### config.mk
export PLATFORM = sky130hd
export DESIGN_NAME = color_xform
export DESIGN_NICKNAME = d
export VERILOG_FILES = /design/src/rtl/color_xform_pkg.sv /design/src/rtl/color_xform_ctrl.sv /design/src/rtl/color_xform_dp.sv /design/src/rtl/color_xform.sv
export SDC_FILE = /design/constraint.sdc
export NUM_CORES = 2
export LEC_CHECK = 0
export BUFFER_PORTS_ARGS = -buffer_cell sky130_fd_sc_hd__buf_2
export CAP_MARGIN = 20
export CORE_MARGIN = 5
export CORE_UTILIZATION = 60
export DETAILED_ROUTE_END_ITERATION = 12
export GPL_TIMING_DRIVEN = 0
export PLACE_DENSITY = 0.81
export SLEW_MARGIN = 20
export SYNTH_ARGS = -nofsm -noshare
export SYNTH_HDL_FRONTEND = slang
export SYNTH_SLANG_ARGS = --single-unit
### constraint.sdc
create_clock -name clk -period 11.8 [get_ports clk]
set_clock_uncertainty 0.15 [all_clocks]
set_input_delay 0.59 -clock clk [delete_from_list [all_inputs] [get_ports clk]]
set_output_delay 0.59 -clock clk [all_outputs]
set_load 0.01 [all_outputs]
### src/rtl/color_xform_pkg.sv
package color_xform_pkg;

  parameter int COMP_W = 8;
  parameter int COEF_W = 12;
  parameter int FRAC_W = 10;
  parameter int OFS_W  = 10;
  parameter int NCOMP  = 3;
  parameter int REG_AW = 4;

  localparam int REG_DW    = COEF_W;
  localparam int NCOEF     = NCOMP * NCOMP;
  localparam int ACC_W     = COMP_W + COEF_W + 4;
  localparam int PM_W      = 2 * COMP_W;
  localparam int OFS_BASE  = NCOEF;
  localparam int MODE_ADDR = NCOEF + NCOMP;
  localparam int STAGES    = 3;

  typedef enum logic [1:0] {
    MODE_PASS   = 2'd0,
    MODE_MATRIX = 2'd1,
    MODE_PREMUL = 2'd2,
    MODE_ALT    = 2'd3
  } mode_e;

  typedef struct packed {
    logic [NCOEF-1:0][COEF_W-1:0] coef;
    logic [NCOMP-1:0][OFS_W-1:0]  ofs;
    mode_e                        mode;
  } cfg_t;

  typedef struct packed {
    logic advance;
    logic accept;
    logic load;
  } strobe_t;

  function automatic cfg_t resetCfg();
    cfg_t c;
    c = '0;
    for (int r = 0; r < NCOMP; r++) begin
      c.coef[r*NCOMP + r] = COEF_W'(1 << FRAC_W);
    end
    c.mode = MODE_PASS;
    return c;
  endfunction

endpackage

### src/rtl/color_xform_ctrl.sv
module color_xform_ctrl
  import color_xform_pkg::*;
(
  input  logic              clk,
  input  logic              rstN,
  input  logic              regWrEn,
  input  logic [REG_AW-1:0] regAddr,
  input  logic [REG_DW-1:0] regWrData,
  input  logic              inValid,
  input  logic              outReady,
  input  logic [STAGES-1:0] pipeOcc,
  output logic              inReady,
  output strobe_t           strobe,
  output cfg_t              activeCfg
);

  cfg_t shadowCfg;
  logic pending;
  logic pipeEmpty;

  always_comb begin
    pipeEmpty      = ~|pipeOcc;
    strobe.advance = !pipeOcc[STAGES-1] || outReady;
    inReady        = strobe.advance && !pending;
    strobe.accept  = inValid && inReady;
    strobe.load    = pending && pipeEmpty;
  end

  // Staging copy: every write lands here first.
  always_ff @(posedge clk) begin
    if (!rstN) begin
      shadowCfg <= resetCfg();
    end else if (regWrEn) begin
      for (int i = 0; i < NCOEF; i++) begin
        if (regAddr == REG_AW'(i)) shadowCfg.coef[i] <= regWrData[COEF_W-1:0];
      end
      for (int i = 0; i < NCOMP; i++) begin
        if (regAddr == REG_AW'(OFS_BASE + i)) shadowCfg.ofs[i] <= regWrData[OFS_W-1:0];
      end
      if (regAddr == REG_AW'(MODE_ADDR)) shadowCfg.mode <= mode_e'(regWrData[1:0]);
    end
  end

  // Live copy: refreshed only once the pipeline holds no pixel.
  always_ff @(posedge clk) begin
    if (!rstN) begin
      pending   <= 1'b0;
      activeCfg <= resetCfg();
    end else begin
      pending <= regWrEn || (pending && !strobe.load);
      if (strobe.load) activeCfg <= shadowCfg;
    end
  end


  cfg_stable_chk: assert property (@(posedge clk) disable iff (!rstN)
    !$past(pipeEmpty) |-> $stable(activeCfg));


  ready_after_write_chk: assert property (@(posedge clk) disable iff (!rstN)
    regWrEn |=> !inReady);

endmodule

### src/rtl/color_xform_dp.sv
module color_xform_dp
  import color_xform_pkg::*;
(
  input  logic                         clk,
  input  logic                         rstN,
  input  strobe_t                      strobe,
  input  cfg_t                         cfg,
  input  logic [NCOMP-1:0][COMP_W-1:0] inC,
  input  logic [COMP_W-1:0]            inAlpha,
  output logic [STAGES-1:0]            pipeOcc,
  output logic [NCOMP-1:0][COMP_W-1:0] outC,
  output logic [COMP_W-1:0]            outAlpha
);

  localparam logic signed [ACC_W-1:0] RND     = ACC_W'(1 << (FRAC_W - 1));
  localparam logic signed [ACC_W-1:0] CMAX    = ACC_W'((1 << COMP_W) - 1);
  localparam logic        [PM_W:0]    PM_HALF = (PM_W+1)'(1 << (COMP_W - 1));

  logic v1, v2, v3;
  logic [COMP_W-1:0] a1, a2, a3;
  logic [NCOMP-1:0][COMP_W-1:0] c1;

  logic signed [ACC_W-1:0] prodNext [NCOEF];
  logic signed [ACC_W-1:0] prod1    [NCOEF];
  logic        [PM_W-1:0]  pmNext   [NCOMP];
  logic        [PM_W-1:0]  pm1      [NCOMP];

  // Stage 1 operands: every matrix product and every alpha product.
  for (genvar gr = 0; gr < NCOMP; gr++) begin : g_prod_row
    for (genvar gc = 0; gc < NCOMP; gc++) begin : g_prod_col
      assign prodNext[gr*NCOMP + gc] =
        $signed({{(ACC_W-COMP_W){1'b0}}, inC[gc]}) *
        $signed({{(ACC_W-COEF_W){cfg.coef[gr*NCOMP + gc][COEF_W-1]}}, cfg.coef[gr*NCOMP + gc]});
    end
    assign pmNext[gr] = {{COMP_W{1'b0}}, inC[gr]} * {{COMP_W{1'b0}}, inAlpha};
  end

  always_ff @(posedge clk) begin
    if (!rstN) begin
      v1 <= 1'b0;
      v2 <= 1'b0;
      v3 <= 1'b0;
    end else if (strobe.advance) begin
      v1 <= strobe.accept;
      v2 <= v1;
      v3 <= v2;
    end
  end

  always_ff @(posedge clk) begin
    if (strobe.advance) begin
      for (int i = 0; i < NCOEF; i++) prod1[i] <= prodNext[i];
      for (int i = 0; i < NCOMP; i++) pm1[i] <= pmNext[i];
      c1 <= inC;
      a1 <= inAlpha;
      a2 <= a1;
      a3 <= a2;
    end
  end

  // Stages 2 and 3, one copy per output component.
  for (genvar gr = 0; gr < NCOMP; gr++) begin : g_row
    logic signed [ACC_W-1:0] ofsWide;
    logic signed [ACC_W-1:0] dot;
    logic        [PM_W:0]    pmRnd;
    logic        [COMP_W-1:0] pmQ;
    logic signed [ACC_W-1:0] res2Next;
    logic signed [ACC_W-1:0] res2;
    logic        [COMP_W-1:0] clampNext;
    logic        [COMP_W-1:0] out3;

    always_comb begin
      ofsWide = {{(ACC_W-OFS_W){cfg.ofs[gr][OFS_W-1]}}, cfg.ofs[gr]};
      dot = (ofsWide <<< FRAC_W) + RND;
      for (int k = 0; k < NCOMP; k++) dot = dot + prod1[gr*NCOMP + k];
      pmRnd = {1'b0, pm1[gr]} + PM_HALF;
      pmQ   = COMP_W'((pmRnd + (pmRnd >> COMP_W)) >> COMP_W);
      unique case (cfg.mode)
        MODE_MATRIX: res2Next = dot >>> FRAC_W;
        MODE_PREMUL: res2Next = {{(ACC_W-COMP_W){1'b0}}, pmQ};
        default:     res2Next = {{(ACC_W-COMP_W){1'b0}}, c1[gr]};
      endcase
    end

    always_ff @(posedge clk) begin
      if (strobe.advance) res2 <= res2Next;
    end

    always_comb begin
      if (res2[ACC_W-1])    clampNext = '0;
      else if (res2 > CMAX) clampNext = '1;
      else                  clampNext = res2[COMP_W-1:0];
    end

    always_ff @(posedge clk) begin
      if (strobe.advance) out3 <= clampNext;
    end

    assign outC[gr] = out3;


    premul_bound_chk: assert property (@(posedge clk) disable iff (!rstN)
      (v3 && cfg.mode == MODE_PREMUL) |-> (out3 <= a3));
  end

  assign pipeOcc  = {v3, v2, v1};
  assign outAlpha = a3;


  out_hold_chk: assert property (@(posedge clk) disable iff (!rstN)
    (v3 && !strobe.advance) |=> (v3 && $stable(outC) && $stable(outAlpha)));

endmodule

### src/rtl/color_xform.sv
module color_xform
  import color_xform_pkg::*;
(
  input  logic              clk,
  input  logic              rstN,
  input  logic              regWrEn,
  input  logic [REG_AW-1:0] regAddr,
  input  logic [REG_DW-1:0] regWrData,
  input  logic              inValid,
  output logic              inReady,
  input  logic [COMP_W-1:0] inC0,
  input  logic [COMP_W-1:0] inC1,
  input  logic [COMP_W-1:0] inC2,
  input  logic [COMP_W-1:0] inAlpha,
  output logic              outValid,
  input  logic              outReady,
  output logic [COMP_W-1:0] outC0,
  output logic [COMP_W-1:0] outC1,
  output logic [COMP_W-1:0] outC2,
  output logic [COMP_W-1:0] outAlpha
);

  strobe_t                      strobe;
  cfg_t                         activeCfg;
  logic [STAGES-1:0]            pipeOcc;
  logic [NCOMP-1:0][COMP_W-1:0] outC;

  color_xform_ctrl ctrl_i (
    .clk       (clk),
    .rstN      (rstN),
    .regWrEn   (regWrEn),
    .regAddr   (regAddr),
    .regWrData (regWrData),
    .inValid   (inValid),
    .outReady  (outReady),
    .pipeOcc   (pipeOcc),
    .inReady   (inReady),
    .strobe    (strobe),
    .activeCfg (activeCfg)
  );

  color_xform_dp dp_i (
    .clk      (clk),
    .rstN     (rstN),
    .strobe   (strobe),
    .cfg      (activeCfg),
    .inC      ({inC2, inC1, inC0}),
    .inAlpha  (inAlpha),
    .pipeOcc  (pipeOcc),
    .outC     (outC),
    .outAlpha (outAlpha)
  );

  assign outValid = pipeOcc[STAGES-1];
  assign outC0    = outC[0];
  assign outC1    = outC[1];
  assign outC2    = outC[2];

endmodule

Word level (Yosys, flattened, before mapping)
Memory sizes are Yosys's and may differ from the RTL's.
Index checks and enable logic that the tools add are counted.
Storage, ports and cells
  register bits after elaboration: 428
  bits in writable memories: 264
  output and inout port bits: 34
  logic and storage cells: 124
  memories: 2
Cells by class
  add/sub/neg operators: 18
  multipliers: 12
  order comparisons: 3
  equal/unequal tests: 14
  multiplexer cells: 8
  reduce and logical (&&, ||, !) cells: 25
Memories
  dp_i.prod1: words 9, width 24, rd ports 9, clocked after memory_dff 0, write ports 9, RTL line color_xform_dp.sv:24  | logic signed [ACC_W-1:0] prod1 [NCOEF];
  dp_i.pm1: words 3, width 16, rd ports 3, clocked after memory_dff 0, write ports 3, RTL line color_xform_dp.sv:26  | logic [PM_W-1:0] pm1 [NCOMP];
Operator list (number)
  $add 24x24->24: 9
  $mul 9x12->21: 9
  $pmux 24 s2: 3
  $gt 24x9->1 const B: 3
  $add 20x11->21 const B: 3
  $add 16x8->17 const B: 3
  $add 16x9->16: 3
  $mul 8x8->16: 3
  $reduce_and 2->1: 13
  $mux 8: 3
  $eq 4x4->1 const B: 5
  $eq 4x3->1 const B: 4
  $eq 4x2->1 const B: 2
  $eq 4x1->1 const B: 1
  $logic_and 1x1->1: 4
  $logic_not 1->1: 4
  $logic_not 4->1: 1
  $reduce_or 3->1: 1
  $eq 2x1->1 const B: 1
  $eq 2x2->1 const B: 1
  $logic_or 1x1->1: 2
  $mux 1: 2

Depth between registers and ports, before layout
  depth in word-level cells: 6
  gate-level depth with buffers: 22
  mapped depth without buffers: 20

Modules after synthesis
From an unflattened synthesis, not the netlist that was laid out.
Unflattened totals
  cell total of the unflattened synthesis: 6843
  area total of the unflattened synthesis: 65781.8 sq um
Modules (own cells, without submodules)
  color_xform_dp: times used 1, cells an instance 5870, area each 56126.3 sq um
  color_xform_ctrl: times used 1, cells an instance 973, area each 9655.5 sq um

Worst setup path before layout
OpenSTA, ideal clock, no wires.
  kind: input-to-reg
  from: input outReady
  to: register dp_i.a1[0] (enable)
  library setup time: 699 ps
  arrival: 7537 ps
  path slack: 3413 ps
  stages: 3
  path buffers: 1
  cells stage by stage: nor2b_1 clkbuf_1 inv_1
On the way
  word-level cells in the longest chain between the ends: 1
Ends and longest elaborated chain
  start: declaration: RTL line color_xform.sv:16  | input logic outReady,
  $logic_or 1x1->1: RTL line color_xform_ctrl.sv:23  | strobe.advance = !pipeOcc[STAGES-1] || outReady;
  end signal: assignment: RTL line color_xform_dp.sv:55  | a1 <= inAlpha;
  end: declaration: RTL line color_xform_dp.sv:20  | logic [COMP_W-1:0] a1, a2, a3;
Every way passes these cells.
A chain may end at the register's enable or synchronous reset.

==> summary.md <==
| Metric | Value |
|---|---|
| Endpoint, Worst Hold | `dp_i.c1[20]` |
| Fin crit share | `61.7%` |
| Reg2reg setup slack | `5.93 ns` |
| Total of warnings raised by yosys | `0` |
| Crit. End Element | `flip-flop` |
| Layout Nets | `8,882` |
| Later-pin clock latency in the skew report | `0.69 ns` |
| WHS Path Cells | `1` |
| Synth Area in Simple Gates | `15.2%` |
| Clock transition at path regs | `0.07 ns` |
| Post-CTS sizing | `0` |
| Largest net degree at the start of global routing | `107` |
| Fmax | `0.137 GHz` |
| VDD IR-drop max | `0.0923 mV` |
| Status | `finished clean` |
| # IOs | `87` |
| #FFs+latches synth | `635` |
| CP max-delay cell | `clkbuf_1` |
| Slew HR | `13.8%` |
| Main combinational cell family by area after synthesis | `adder cells` |
| Mux share of post-synthesis cell area | `1.78%` |
| Min Tclk post-route | `7.28 ns` |
| RSZ-0062 raised after global routing | `false` |
| Pwr Density | `96.9 nW/um2` |
| Vias | `50,043` |
| MaxCap Viol Count | `0` |
| Top cell type's share of synthesized area | `27.1%` |
| Gpl congestion | `1.01` |
| Setup bufs post-CTS | `0` |
| Reg2Reg Capture Point | `dp_i.prod1[0][162]` |
| Initial drt markers | `4,643` |
| GRT Total Usage | `32.9%` |
| Synth area leaders | `fa_1 (27%), edfxtp_1 (16%), ha_1 (11%)` |
| Core ar. | `111,000 um2` |
| R2R cell count | `18` |
| Row cnt | `122` |
| Critical path's largest stage delay | `0.88 ns` |
| Synth async-reset ratio | `0%` |
| HP Class | `in -> reg` |
| CP Max Fanout | `10` |
| Initial antenna violation count | `17` |
| Critical Path Start Type | `primary input` |
| IO Port Bufs | `83` |
| Tightest Pin Transition | `1.29 ns` |
| Netlist cell types | `65` |
| Worst hold start | `inC2[4]` |
| Setup CP Type | `in -> reg` |
| Synth Flop Type | `edfxtp_1` |
| Root buffer cell | `clkbuf_16` |
| Data arrival, critical path | `7.54 ns` |
| Clock Path Buffers | `3` |
| Adder-cell share of the synthesized area | `38.4%` |
| Vias in the first global route | `51,810` |
| Total congestion overflow | `0` |
| Post-Syn Nets | `8,697` |
| Detailed-route wire length per cell | `21.5 um` |
| Synth Area in XOR/XNOR | `3.46%` |
| DP HPWL | `152 mm` |
| Compound-Gate Fraction of Synth Area | `6.20%` |
| Worst Path Required | `12.06 ns` |
| # hold bufs at CTS | `16` |
| CTS tree | `yes` |
| Final Hold Viols | `0` |
| Post-synth EDFFs | `351` |
| H-tree depth | `3` |
| Post-synthesis sequential area ratio | `24.3%` |
| Placed cells | `8,711` |
| CTS buffer count | `78` |
| Cell Count, Final, Fillers Out | `8,883` |
| Yosys top cell by area | `fa_1` |
| Most common cell on crit path | `fa_1` |
| Synth Area per Inst | `9.38 um2` |
| Die Wd | `344 um` |
| Post-Route WL | `191 mm` |
| Die area | `118,000 um2` |
| Layout Utilization | `65.3%` |
| Drt first pass iters | `6` |
| Max Slew Vio Count | `0` |
| Setup Viol. Count Final | `0` |
| Routed Antenna Nets | `0` |
| Mapped Area | `66,900 um2` |
| Layout cell share with drive strength beyond 1 | `3.51%` |
| Hold_ws | `0.0501 ns` |
| Most frequent cells in the layout | `inv_1 (1,614), nand2_1 (921), fa_1 (906)` |
| Via density | `5.63` |
| Crit Reg-Reg Startpoint | `ctrl_i.activeCfg[110]` |
| Die Ht | `344 um` |
| CP cell instances | `dlygate4sd3_1 -> buf_2 -> clkbuf_1 -> clkbuf_1 -> nand2_1 -> fa_1 -> inv_1 -> fa_1 -> fa_1 -> inv_1 -> fa_1 -> inv_1 -> ha_1 -> a21boi_0 -> o21ai_0 -> a211oi_1 -> nor3_1 -> o41ai_1 -> a21oi_1 -> xnor2_1` |
| Post-route DRC violation count | `0` |
| Sink Count | `635` |
| Syn Inst Count | `7,136` |
| Initial Util | `60.5%` |
| Area growth syn-to-layout | `7.97%` |
| Commonest non-fill, non-tap cell in the layout | `inv_1` |
| Leakage Power | `35.9 nW` |
| First-pass GRT wire length | `293 mm` |
[layer usage]
layer	track usage, %	part of all wire, %
met1	40.7	36
met2	51.9	45
met3	9.16	12
met4	19.5	7.2
met5	0	0.038
[registers in the layout (all words and copies together), names as in the netlist, 8 cells and up]
name,cells
dp_i.prod1,189
ctrl_i.shadowCfg,140
dp_i.a2,8
dp_i.pm1,48
dp_i.a1,8
dp_i.c1,24
dp_i.outAlpha,8
ctrl_i.activeCfg,140
dp_i.g_row.res2,42
dp_i.g_row.out3,24
[cells by family (layout without fill, tap and decap cells)]
logic type               count (synthesis)  count (layout)
AO/OA/AOI/OAI                          611             611
other                                    0               9
XOR/XNOR                               264             264
adder cells (fa/ha/maj)               1508            1508
multiplexers                           119             119
buffers and inverters                 1923            2173
AND/OR/NAND/NOR                       2076            2076
flip-flops                             635             635
[stage by stage]
step	setup TNS (ns)	instance area, um2	total power [mW]	worst slack [ns]
floorplan	0	66900	3.85	3.41
global placement	-37.75	69200	4.33	-0.193
detailed placement	0	69300	4.40	4.36
CTS	0	72200	6.97	4.69
global route	0	72200	7.29	4.37
finish	0	72200	7.00	4.52
[cell type report]
class                           count  area, um2
Antenna cell                        9       22.5
Buffer                            308       1170
Clock buffer                      106       2260
Clock inverter                     39        484
Fill cell                        8660      38400
Inverter                         1615       6070
Multi-Input combinational cell   4578      43500
Sequential cell                   635      16200
Tap cell                         1488       1860
Timing Repair Buffer              105        688
[synth_stat cells, drive strengths merged, types with 17 or more instances]
master	number
inv	1615
mux2i	119
ha	602
dfxtp	284
clkbuf	244
edfxtp	351
o21a	17
nor2b	143
fa	906
nor3	54
a31oi	20
o21ai	71
nand2b	28
xor2	64
and2	569
a21o	51
and3	41
buf	64
a21oi	153
a21boi	167
nand3	79
or3	21
nor2	166
nand2	921
xnor2	200
[report_power, final]
part	internal (mW)	switching [mW]
logic	0.688	1.13
clock network	1.50	1.08
registers	2.52	0.0936
[worst max-delay path, delay by kind of cell]
kind / cells / cell delay [ns]
xor+xnor: 1 / 0.15
compound gates: 5 / 1.58
fa+ha+maj: 5 / 2.43
simple gates: 2 / 0.33
buf+inv: 7 / 2.44
[worst max path at each step]
stage	start	cells past startpoint	to
after floorplan	outReady	3	dp_i.a1[0]
after global placement	outReady	4	dp_i.pm1[0][47]
after detailed placement	inC0[0]	20	dp_i.prod1[0][162]
after CTS	inC0[1]	20	dp_i.prod1[0][95]
after global routing	inC0[1]	20	dp_i.prod1[0][95]
final	inC0[1]	20	dp_i.prod1[0][95]
No activity file was read; power rests on OpenSTA's default activity.
